**config.mk**
```make
export PLATFORM = sky130hd
export DESIGN_NAME = wpc_pair
export DESIGN_NICKNAME = d
export VERILOG_FILES = /design/src/rtl/wpc_pkg.sv /design/src/rtl/wpc_regfile.sv /design/src/rtl/wpc_unit.sv /design/src/rtl/wpc_pair.sv
export SDC_FILE = /design/constraint.sdc
export NUM_CORES = 1
export LEC_CHECK = 0
export BUFFER_PORTS_ARGS = -buffer_cell sky130_fd_sc_hd__buf_2
export CAP_MARGIN = 20
export CORE_AREA = 2 2 165 167
export DETAILED_ROUTE_END_ITERATION = 12
export DIE_AREA = 0 0 167 169
export PLACE_DENSITY = 0.91
export SLEW_MARGIN = 0
export SYNTH_ARGS = -nofsm -noshare
export SYNTH_HDL_FRONTEND = slang
export SYNTH_SLANG_ARGS = --single-unit
```
**constraint.sdc**
```tcl
create_clock -name clk -period 2.55 [get_ports clk]
set_input_delay 0.255 -clock clk [delete_from_list [all_inputs] [get_ports clk]]
set_output_delay 0.255 -clock clk [all_outputs]
set_load 0.1 [all_outputs]
```
**src/rtl/wpc_pkg.sv**
```systemverilog
package wpc_pkg;

   localparam int NUM_UNITS = 2;
   localparam int SEL_W     = 5;
   localparam int OFS_W     = 3;
   localparam int CFG_W     = 4;

   localparam int CFG_EN    = 0;
   localparam int CFG_CHAIN = 1;
   localparam int CFG_RANGE = 2;
   localparam int CFG_EXT   = 3;

   typedef enum logic [OFS_W-1:0] {
      RG_AVAL = 3'd0,
      RG_AMSK = 3'd1,
      RG_DVAL = 3'd2,
      RG_DMSK = 3'd3,
      RG_CVAL = 3'd4,
      RG_CMSK = 3'd5,
      RG_CFG  = 3'd6,
      RG_NONE = 3'd7
   } wpc_reg_e;

endpackage

```
**src/rtl/wpc_regfile.sv**
```systemverilog
module wpc_regfile
   import wpc_pkg::*;
#(
   parameter int ADDR_W = 32,
   parameter int DATA_W = 32,
   parameter int CTRL_W = 8,
   parameter int BUS_W  = 32
) (
   input  logic                                 clk,
   input  logic                                 rst_n,
   input  logic                                 sel_i,
   input  logic                                 wr_i,
   input  logic [SEL_W-1:0]                     addr_i,
   input  logic [BUS_W-1:0]                     wdata_i,
   output logic [BUS_W-1:0]                     rdata_o,
   output logic [NUM_UNITS-1:0][ADDR_W-1:0]     aval_o,
   output logic [NUM_UNITS-1:0][ADDR_W-1:0]     amsk_o,
   output logic [NUM_UNITS-1:0][DATA_W-1:0]     dval_o,
   output logic [NUM_UNITS-1:0][DATA_W-1:0]     dmsk_o,
   output logic [NUM_UNITS-1:0][CTRL_W-1:0]     cval_o,
   output logic [NUM_UNITS-1:0][CTRL_W-1:0]     cmsk_o,
   output logic [NUM_UNITS-1:0][CFG_W-1:0]      cfg_o,
   output logic [NUM_UNITS-1:0]                 cval_wr_o
);

   localparam int UIDX_W = SEL_W - OFS_W;

   logic [UIDX_W-1:0] unit_sel;
   wpc_reg_e          reg_sel;
   logic [NUM_UNITS-1:0][BUS_W-1:0] unit_rd;

   assign unit_sel = addr_i[SEL_W-1:OFS_W];
   assign reg_sel  = wpc_reg_e'(addr_i[OFS_W-1:0]);

   for (genvar u = 0; u < NUM_UNITS; u++) begin : g_unit
      logic              we;
      logic [ADDR_W-1:0] aval_q, amsk_q;
      logic [DATA_W-1:0] dval_q, dmsk_q;
      logic [CTRL_W-1:0] cval_q, cmsk_q;
      logic [CFG_W-1:0]  cfg_q;

      assign we = sel_i && wr_i && (unit_sel == UIDX_W'(u));

      always_ff @(posedge clk or negedge rst_n) begin
         if (!rst_n) begin
            aval_q <= '0;
            amsk_q <= '0;
            dval_q <= '0;
            dmsk_q <= '0;
            cval_q <= '0;
            cmsk_q <= '0;
            cfg_q  <= '0;
         end else if (we) begin
            case (reg_sel)
               RG_AVAL: aval_q <= wdata_i[ADDR_W-1:0];
               RG_AMSK: amsk_q <= wdata_i[ADDR_W-1:0];
               RG_DVAL: dval_q <= wdata_i[DATA_W-1:0];
               RG_DMSK: dmsk_q <= wdata_i[DATA_W-1:0];
               RG_CVAL: cval_q <= wdata_i[CTRL_W-1:0];
               RG_CMSK: cmsk_q <= wdata_i[CTRL_W-1:0];
               RG_CFG:  cfg_q  <= wdata_i[CFG_W-1:0];
               default: ;
            endcase
         end
      end

      always_comb begin
         unit_rd[u] = '0;
         case (reg_sel)
            RG_AVAL: unit_rd[u] = BUS_W'(aval_q);
            RG_AMSK: unit_rd[u] = BUS_W'(amsk_q);
            RG_DVAL: unit_rd[u] = BUS_W'(dval_q);
            RG_DMSK: unit_rd[u] = BUS_W'(dmsk_q);
            RG_CVAL: unit_rd[u] = BUS_W'(cval_q);
            RG_CMSK: unit_rd[u] = BUS_W'(cmsk_q);
            RG_CFG:  unit_rd[u] = BUS_W'(cfg_q);
            default: unit_rd[u] = '0;
         endcase
      end

      assign aval_o[u]    = aval_q;
      assign amsk_o[u]    = amsk_q;
      assign dval_o[u]    = dval_q;
      assign dmsk_o[u]    = dmsk_q;
      assign cval_o[u]    = cval_q;
      assign cmsk_o[u]    = cmsk_q;
      assign cfg_o[u]     = cfg_q;
      assign cval_wr_o[u] = we && (reg_sel == RG_CVAL);
   end

   always_comb begin
      rdata_o = '0;
      if (sel_i && !wr_i) begin
         for (int u = 0; u < NUM_UNITS; u++) begin
            if (unit_sel == UIDX_W'(u)) rdata_o = unit_rd[u];
         end
      end
   end

   // a write to a register that does not exist leaves every config field unchanged
   a_r10_hole_write_ignored: assert property (@(posedge clk) disable iff (!rst_n)
      (sel_i && wr_i && addr_i[OFS_W-1:0] == RG_NONE) |=> $stable(cfg_o));

endmodule

```
**src/rtl/wpc_unit.sv**
```systemverilog
module wpc_unit #(
   parameter int ADDR_W = 32,
   parameter int DATA_W = 32,
   parameter int ACTL_W = 5,
   parameter int DCTL_W = 3
) (
   input  logic [ADDR_W-1:0]        a_val_i,
   input  logic [ADDR_W-1:0]        a_msk_i,
   input  logic [ADDR_W-1:0]        a_obs_i,
   input  logic [DATA_W-1:0]        d_val_i,
   input  logic [DATA_W-1:0]        d_msk_i,
   input  logic [DATA_W-1:0]        d_obs_i,
   input  logic [ACTL_W+DCTL_W-1:0] c_val_i,
   input  logic [ACTL_W+DCTL_W-1:0] c_msk_i,
   input  logic [ACTL_W+DCTL_W-1:0] c_obs_i,
   output logic                     addr_ok_o,
   output logic                     data_ok_o
);

   localparam int CTRL_W = ACTL_W + DCTL_W;
   localparam int AG_W   = ADDR_W + ACTL_W;

   logic [AG_W-1:0] ag_pass;

   assign ag_pass = ~({a_val_i, c_val_i[ACTL_W-1:0]} ^ {a_obs_i, c_obs_i[ACTL_W-1:0]})
                  |  {a_msk_i, c_msk_i[ACTL_W-1:0]};
   assign addr_ok_o = &ag_pass;

   if (DCTL_W > 0) begin : g_dctl
      localparam int DG_W = DATA_W + DCTL_W;
      logic [DG_W-1:0] dg_pass;
      assign dg_pass = ~({d_val_i, c_val_i[CTRL_W-1:ACTL_W]} ^ {d_obs_i, c_obs_i[CTRL_W-1:ACTL_W]})
                     |  {d_msk_i, c_msk_i[CTRL_W-1:ACTL_W]};
      assign data_ok_o = &dg_pass;
   end else begin : g_nodctl
      logic [DATA_W-1:0] dg_pass;
      assign dg_pass   = ~(d_val_i ^ d_obs_i) | d_msk_i;
      assign data_ok_o = &dg_pass;
   end

endmodule

```
**src/rtl/wpc_pair.sv**
```systemverilog
module wpc_pair
   import wpc_pkg::*;
#(
   parameter int ADDR_W = 32,
   parameter int DATA_W = 32,
   parameter int ACTL_W = 5,
   parameter int DCTL_W = 3,
   parameter int BUS_W  = 32
) (
   input  logic                       clk,
   input  logic                       rst_n,
   input  logic [ADDR_W-1:0]          bus_addr_i,
   input  logic [DATA_W-1:0]          bus_data_i,
   input  logic [ACTL_W+DCTL_W-1:0]   bus_ctl_i,
   input  logic [1:0]                 ext_cond_i,
   input  logic                       cfg_sel_i,
   input  logic                       cfg_wr_i,
   input  logic [4:0]                 cfg_addr_i,
   input  logic [BUS_W-1:0]           cfg_wdata_i,
   output logic [BUS_W-1:0]           cfg_rdata_o,
   output logic [1:0]                 hit_o,
   output logic [1:0]                 range_o,
   output logic                       brk_o
);

   localparam int CTRL_W = ACTL_W + DCTL_W;

   initial begin
      assert (ADDR_W >= 1 && ADDR_W <= BUS_W) else $error("ADDR_W out of range");
      assert (DATA_W >= 1 && DATA_W <= BUS_W) else $error("DATA_W out of range");
      assert (ACTL_W >= 1 && CTRL_W <= BUS_W) else $error("control width out of range");
      assert (CFG_W <= BUS_W) else $error("config wider than bus");
   end

   logic [NUM_UNITS-1:0][ADDR_W-1:0] aval, amsk;
   logic [NUM_UNITS-1:0][DATA_W-1:0] dval, dmsk;
   logic [NUM_UNITS-1:0][CTRL_W-1:0] cval, cmsk;
   logic [NUM_UNITS-1:0][CFG_W-1:0]  cfg;
   logic [NUM_UNITS-1:0]             cval_wr;

   wpc_regfile #(
      .ADDR_W(ADDR_W), .DATA_W(DATA_W), .CTRL_W(CTRL_W), .BUS_W(BUS_W)
   ) i_regs (
      .clk       (clk),
      .rst_n     (rst_n),
      .sel_i     (cfg_sel_i),
      .wr_i      (cfg_wr_i),
      .addr_i    (cfg_addr_i),
      .wdata_i   (cfg_wdata_i),
      .rdata_o   (cfg_rdata_o),
      .aval_o    (aval),
      .amsk_o    (amsk),
      .dval_o    (dval),
      .dmsk_o    (dmsk),
      .cval_o    (cval),
      .cmsk_o    (cmsk),
      .cfg_o     (cfg),
      .cval_wr_o (cval_wr)
   );

   logic [NUM_UNITS-1:0] term, rng, match;
   logic                 chain_q;
   logic [1:0]           hit_q, range_q;
   logic                 brk_q;

   for (genvar u = 0; u < NUM_UNITS; u++) begin : g_cmp
      logic aok, dok;
      wpc_unit #(
         .ADDR_W(ADDR_W), .DATA_W(DATA_W), .ACTL_W(ACTL_W), .DCTL_W(DCTL_W)
      ) i_unit (
         .a_val_i   (aval[u]),
         .a_msk_i   (amsk[u]),
         .a_obs_i   (bus_addr_i),
         .d_val_i   (dval[u]),
         .d_msk_i   (dmsk[u]),
         .d_obs_i   (bus_data_i),
         .c_val_i   (cval[u]),
         .c_msk_i   (cmsk[u]),
         .c_obs_i   (bus_ctl_i),
         .addr_ok_o (aok),
         .data_ok_o (dok)
      );
      assign rng[u]  = cfg[u][CFG_EN] && aok;
      assign term[u] = rng[u] && dok && (!cfg[u][CFG_EXT] || ext_cond_i[u]);

      // a disabled unit raises neither output in the following cycle
      a_r6_off_no_hit: assert property (@(posedge clk) disable iff (!rst_n)
         !$past(cfg[u][CFG_EN]) |-> !hit_o[u] && !range_o[u]);
      // a hit always comes with its address-group term
      a_r4_hit_has_range: assert property (@(posedge clk) disable iff (!rst_n)
         hit_o[u] |-> range_o[u]);
   end

   // unit 1 has no upstream partner; its gating bits are stored but unused
   logic unused_cfg1;
   assign unused_cfg1 = cfg[1][CFG_CHAIN] ^ cfg[1][CFG_RANGE];

   assign match[1] = term[1];
   assign match[0] = term[0]
                   && (!cfg[0][CFG_CHAIN] || chain_q)
                   && (!cfg[0][CFG_RANGE] || rng[1]);

   always_ff @(posedge clk or negedge rst_n) begin
      if (!rst_n) begin
         chain_q <= 1'b0;
         hit_q   <= '0;
         range_q <= '0;
         brk_q   <= 1'b0;
      end else begin
         chain_q <= cval_wr[1] ? 1'b0 : (chain_q || match[1]);
         hit_q   <= match;
         range_q <= rng;
         brk_q   <= |match;
      end
   end

   assign hit_o   = hit_q;
   assign range_o = range_q;
   assign brk_o   = brk_q;

   // a chained unit 0 hit needs the flag from before the sampled cycle
   a_r7_chain_needs_flag: assert property (@(posedge clk) disable iff (!rst_n)
      (hit_o[0] && $past(cfg[0][CFG_CHAIN])) |-> $past(chain_q));
   // rewriting unit 1's control value empties the flag
   a_r8_flag_cleared: assert property (@(posedge clk) disable iff (!rst_n)
      $past(cval_wr[1]) |-> !chain_q);
   // without that write the flag never falls
   a_r8_flag_sticky: assert property (@(posedge clk) disable iff (!rst_n)
      ($past(chain_q) && !$past(cval_wr[1])) |-> chain_q);
   // a range-gated unit 0 hit needs unit 1's address term at the same time
   a_r9_range_gate: assert property (@(posedge clk) disable iff (!rst_n)
      (hit_o[0] && $past(cfg[0][CFG_RANGE])) |-> range_o[1]);
   // the break request follows the hits
   a_r11_brk_follows: assert property (@(posedge clk) disable iff (!rst_n)
      brk_o == (hit_o != 2'b00));

endmodule

```
## After elaboration in Yosys (flattened, before gate mapping)

Index checks and enable logic that the tools add are counted.

- Logic and storage cells: 87
- Output and inout bits: 37
- Register bits: 302
- Input port bits: 115

- Equal/unequal tests: 7
- Mux-type cells: 6
- Bitwise logic cells: 12
- Reductions and logical operators: 44

Operators with widths:

| kind | count |
|---|---|
| one-hot mux 32 bit (7 select lines) | 2 |
| two-way mux 32 bit | 3 |
| inverter 37 bit | 2 |
| bitwise OR 37 bit | 2 |
| AND reduction 37 bit | 2 |
| XOR 37 bit | 2 |
| inverter 35 bit | 2 |
| bitwise OR 35 bit | 2 |
| AND reduction 35 bit | 2 |
| XOR 35 bit | 2 |
| AND reduction 2 bit | 14 |
| logical AND 1 bit | 13 |
| == test 3 bit, second input constant | 3 |
| == test 3 x 2 -> 1 bit, second input constant | 2 |
| zero test 1 bit | 5 |
| logical OR 1 bit | 5 |
| == test 3 x 1 -> 1 bit, second input constant | 1 |
| zero test 3 bit | 1 |
| == test 2 x 1 -> 1 bit, second input constant | 1 |
| zero test 2 bit | 1 |
| OR reduction 2 bit | 1 |
| two-way mux 1 bit | 1 |

## Longest topological paths before layout

- Word-level depth: 10
- Mapped depth: 9
- Gate-level depth less buffers: 8

## Hierarchy

Synthesis repeated with hierarchy kept, for this count alone.

- Cells, all modules: 1,275
- Area, all modules: 15,899.0 um^2

By module, submodules not included:

| module | area an instance (um^2) | cells an instance | sequential area each (um^2) | times used |
|---|---|---|---|---|
| wpc_regfile | 13,756.9 | 1,014 | 7,407.1 | 1 |
| wpc_unit | 937.1 | 121 | 0.0 | 2 |
| wpc_pair | 267.8 | 19 | 150.1 | 1 |

## Worst setup path after synthesis

No wires, ideal clock.

- Path type: input to output
- Start: input cfg_addr_i[0]
- End: output cfg_rdata_o[3]
- Required time: 2.295 ns
- Stages: 6
- Setup slack: -1.205 ns
- Data arrival time: 3.500 ns
- Buffers on the path: 2
- Cells stage by stage: buf_2 -> nand2b_1 -> nor2_1 -> clkbuf_1 -> a21oi_1 -> a221oi_1

- Word-level cells in the longest chain between the ends: 5
- Elaborated cells on any way between the ends: 12
- Those cells by class: eq/ne (6); mux (5); reduce/logical (1)

RTL lines:

| item | RTL line | RTL |
|---|---|---|
| from (decl) | wpc_pair.sv:18 | `input logic [4:0] cfg_addr_i,` |
| == test 3 bit (tied with other cells) | wpc_regfile.sv:69 | `case (reg_sel)` |
| one-hot mux 32 bit (7 select lines) | wpc_regfile.sv:69 |  |
| two-way mux 32 bit | wpc_regfile.sv:95 | `if (unit_sel == UIDX_W'(u)) rdata_o = unit_rd[u];` |
| two-way mux 32 bit (*) | wpc_regfile.sv:95 |  |
| two-way mux 32 bit (*) | wpc_regfile.sv:93 | `if (sel_i && !wr_i) begin` |
| to (decl) | wpc_pair.sv:20 | `output logic [BUS_W-1:0] cfg_rdata_o,` |

Every way passes the cells marked *; elsewhere a longest branch is shown, timed or not.

## Final worst setup path

- Start: register i_regs.g_unit[0].aval_q[0]
- End: output cfg_rdata_o[0]

- Word-level cells in the longest chain between the ends: 4

RTL lines:

| item | RTL line | RTL |
|---|---|---|
| from (decl) | wpc_regfile.sv:37 | `logic [ADDR_W-1:0] aval_q, amsk_q;` |
| from (signal assigned) | wpc_regfile.sv:55 | `RG_AVAL: aval_q <= wdata_i[ADDR_W-1:0];` |
| one-hot mux 32 bit (7 select lines) | wpc_regfile.sv:69 |  |
| two-way mux 32 bit (2 in a row) | wpc_regfile.sv:95 |  |
| two-way mux 32 bit | wpc_regfile.sv:93 |  |

No other way between the ends.

==> results.md <==
- Post-synthesis cell count: 1335
- Switching portion of total power: 30.2%
- Synth Register Bits: 302
- Worst Path Arrival: 2240 ps
- CP startpoint kind: register
- Status: completed
- Worst hold start: cfg_wdata_i[24]
- Drt drc: 0
- Dominant cell type by area after synthesis: dfrtp_1
- Placed Area: 17700 um^2
- CTS Buf Count: 34
- CTS tree: done
- R2R Path End: brk_o$_DFF_PN0_
- Top Usage Layer GRT: met2
- Total gr overflow: 0
- Final Hold Vio Count: 0
- Die area: 28200 um^2
- Peak supply drop: 0.541 mV
- Clk pwr share: 35.7%
- Synth unique cells: 42
- Setup-failing EPs final: 0
- Post-synthesis sequential area ratio: 48.0%
- Hold EP: i_regs.g_unit[0].aval_q[24]$_DFFE_PN0P_
- Die H: 169 um
- TritonCTS Sinks: 302
- Routed Antenna Nets: 0
- Area Overhead vs Synth: 19.5%
- Place WS: 111 ps
- Synth Warn #: 0
- Hold_ws: 78.0 ps
- Sequential share of power: 44.7%
- P per Cell Area: 722 nW/um^2
- Routed Wire Length: 53700 um
- Post-CTS setup buffer count: 0
- Compound-Gate Fraction of Synth Area: 10.3%
- Slew @ Worst Pin: 657 ps
- Synth Net Count: 1450
- R2r worst-path depth: 7
- Vias: 13.1k
- Fmax: 400 MHz
- Die X: 167 um
- Final WS setup: 50.1 ps
- Synth top area share: 48.0%
- Worst R2R Setup Slack: 130 ps
- RSZ-0062 raised after global routing: no
- Hold depth: 2
- Vias per cell: 6.99
- Row Count: 60
- Met3 Use GR: 10.9%
- Drt pass-1 iters: 8
- Fin crit share: 98.0%
- Core region area: 26500 um^2
- CTS Buffer Depth: 3
- Reg-to-reg critical path startpoint: i_regs.g_unit[0].dval_q[24]$_DFFE_PN0P_
- First-pass GRT wire length: 81400 um
- Area contributors post-synth: dfrtp_1 (48%), mux2_2 (21%), xnor2_1 (8.0%), a21oi_1 (3.3%), mux2i_1 (3.1%)
- Synth Area in Simple Gates: 5.06%
- HP Class: input pin to register
- Max-slew headroom: 56.2%
- Placer Congestion: 0.978
- PortBufs: 151
- WP data required: 2300 ps
- Clk Tree Root Cell: clkbuf_16
- WL/cell: 28.8 um
- GR Layer Usage met2: 57.6%
- # H-tree levels: 2
- DP HPWL: 37000 um
- Clock skew: 21.9 ps
- Adder-Cell Fraction of Synth Area: 0%
- Synth Area in XOR/XNOR: 8.01%
- Most numerous cell in the Yosys netlist: dfrtp_1
- Largest family of logic cells by synthesized area: multiplexers
- Max-Cap Viols: 0
- Iter 0 DRT Violations: 2057
- Most used DFF post-synth: dfrtp_1
- Initial core utilization: 59.4%
- Pin count of the biggest net entering global routing: 72
- Leakage Power: 8.56 nW
- Initial antenna violation count: 1
- Net Switching: 4.11 mW
- Reg clk slew, reported paths: 60 ps
- GRT Util Overall: 38.0%
- FFs w/ async S/R, synth: 100%
- Number of I/O pins: 152
- Synth Cell Area: 15700 um^2
- Met1 Resource Use GR: 48.8%
- Tmin final: 2500 ps
- Int Power: 9.48 mW
- Gate power share: 19.6%
- Vias in the first global route: 13.4k
- Most frequent cells after synthesis: dfrtp_1 (302), mux2_2 (299), xnor2_1 (144)
- Fraction of layout cells with a size suffix above 1: 38.6%
- Final nets: 1615
- Maximum net fanout on the critical path: 3
- Final instance area: 18800 um^2
- Final Max Tran Viols: 0
- Worst skew pair latency: 530 ps
- Crit Path Class: register to output port
- Setup TNS: 0 ps
- Post-synth EDFFs: 0
- CP Capture Type: output port
- Syn Area/Cell: 11.8 um^2
- Mux contribution to synthesized area: 26.1%
- Final Util: 71.0%
==> metal layers <==
metal	vias to the layer above	share of wire [%]
met5	-	0
met4	0	8.0
met3	309	13
met2	1127	44
met1	6408	35
li1	5213	-
==> metrics by stage <==
step | std cells | total power, mW
floorplan | 1335 | 7.51
global placement | 1804 | 8.47
detailed placement | 1804 | 8.63
CTS | 1866 | 13.4
global route | 1866 | 13.9
finish | 1867 | 13.6
==> area by class of cell <==
class / count / area [um^2]
Clock buffer: 52 / 998
Tap cell: 341 / 427
Clock inverter: 9 / 97.6
Timing Repair Buffer: 213 / 1840
Sequential cell: 302 / 7560
Inverter: 3 / 12.5
Fill cell: 1693 / 7680
Multi-Input combinational cell: 946 / 7880
Antenna cell: 1 / 2.50
==> logic make-up after synthesis <==
group | count (synthesis)
mux | 366
flops | 302
compound gates | 280
simple gates | 156
xor+xnor | 144
buf+inv | 87
==> critical path: stages (launching register included) <==
cell and delay, ps:
dfrtp_1 410, mux2i_2 210, nor2_1 60, a31oi_1 160, nor2_1 70, a311oi_2 230, a22oi_1 130, and3_1 270
buf_12 190
==> worst max-delay path by stage <==
stage,startpoint,endpoint,slack [ps],cells after the start
floorplan,cfg_addr_i[0],cfg_rdata_o[3],-290,7
global placement,i_regs.g_unit[0].dval_q[27]$_DFFE_PN0P_,brk_o$_DFF_PN0_,160,8
detailed placement,i_regs.g_unit[0].dval_q[27]$_DFFE_PN0P_,brk_o$_DFF_PN0_,110,8
CTS,i_regs.g_unit[0].dval_q[27]$_DFFE_PN0P_,brk_o$_DFF_PN0_,2,8
global route,i_regs.g_unit[0].amsk_q[0]$_DFFE_PN0P_,cfg_rdata_o[0],20,8
finish,i_regs.g_unit[0].aval_q[0]$_DFFE_PN0P_,cfg_rdata_o[0],50,8
==> sequential cells by signal, summed over array words and instances (netlist names) <==
| register | count |
|---|---|
| i_regs.g_unit.dmsk_q | 64 |
| i_regs.g_unit.cfg_q | 8 |
| i_regs.g_unit.amsk_q | 64 |
| i_regs.g_unit.aval_q | 64 |
| i_regs.g_unit.cmsk_q | 16 |
| i_regs.g_unit.cval_q | 16 |
| i_regs.g_unit.dval_q | 64 |
| chain_q | 1 |
| range_o | 2 |
| brk_o | 1 |
| hit_o | 2 |
==> placed cells by master, fill, tap and decap left out, types with 42 or more instances in the layout <==
master / count
buf_2: 117
mux2i_1: 47
dfrtp_1: 302
mux2_2: 299
buf_4: 52
nor2_1: 63
a21oi_1: 101
o22ai_1: 72
xnor2_1: 143
buf_12: 42
o21ai_0: 56
==> repair_timing <==
action                                  CTS  global route
endpoints found under the hold margin    66             0
resized for setup                         0             4
endpoints found under the setup margin    1             2
pin swaps                                 1             0
hold buffers                              1             0
==> power by group through the flow <==
stage	Clock [mW]	Sequential (mW)	Combinational (mW)
final	4.85	6.08	2.66
after global routing	5.03	6.13	2.78
after CTS	4.82	6.04	2.58
after global placement	0	6.05	2.42
after floorplan	0	5.89	1.62
after detailed placement	0	6.11	2.52
(Power assumes the default switching activity.)
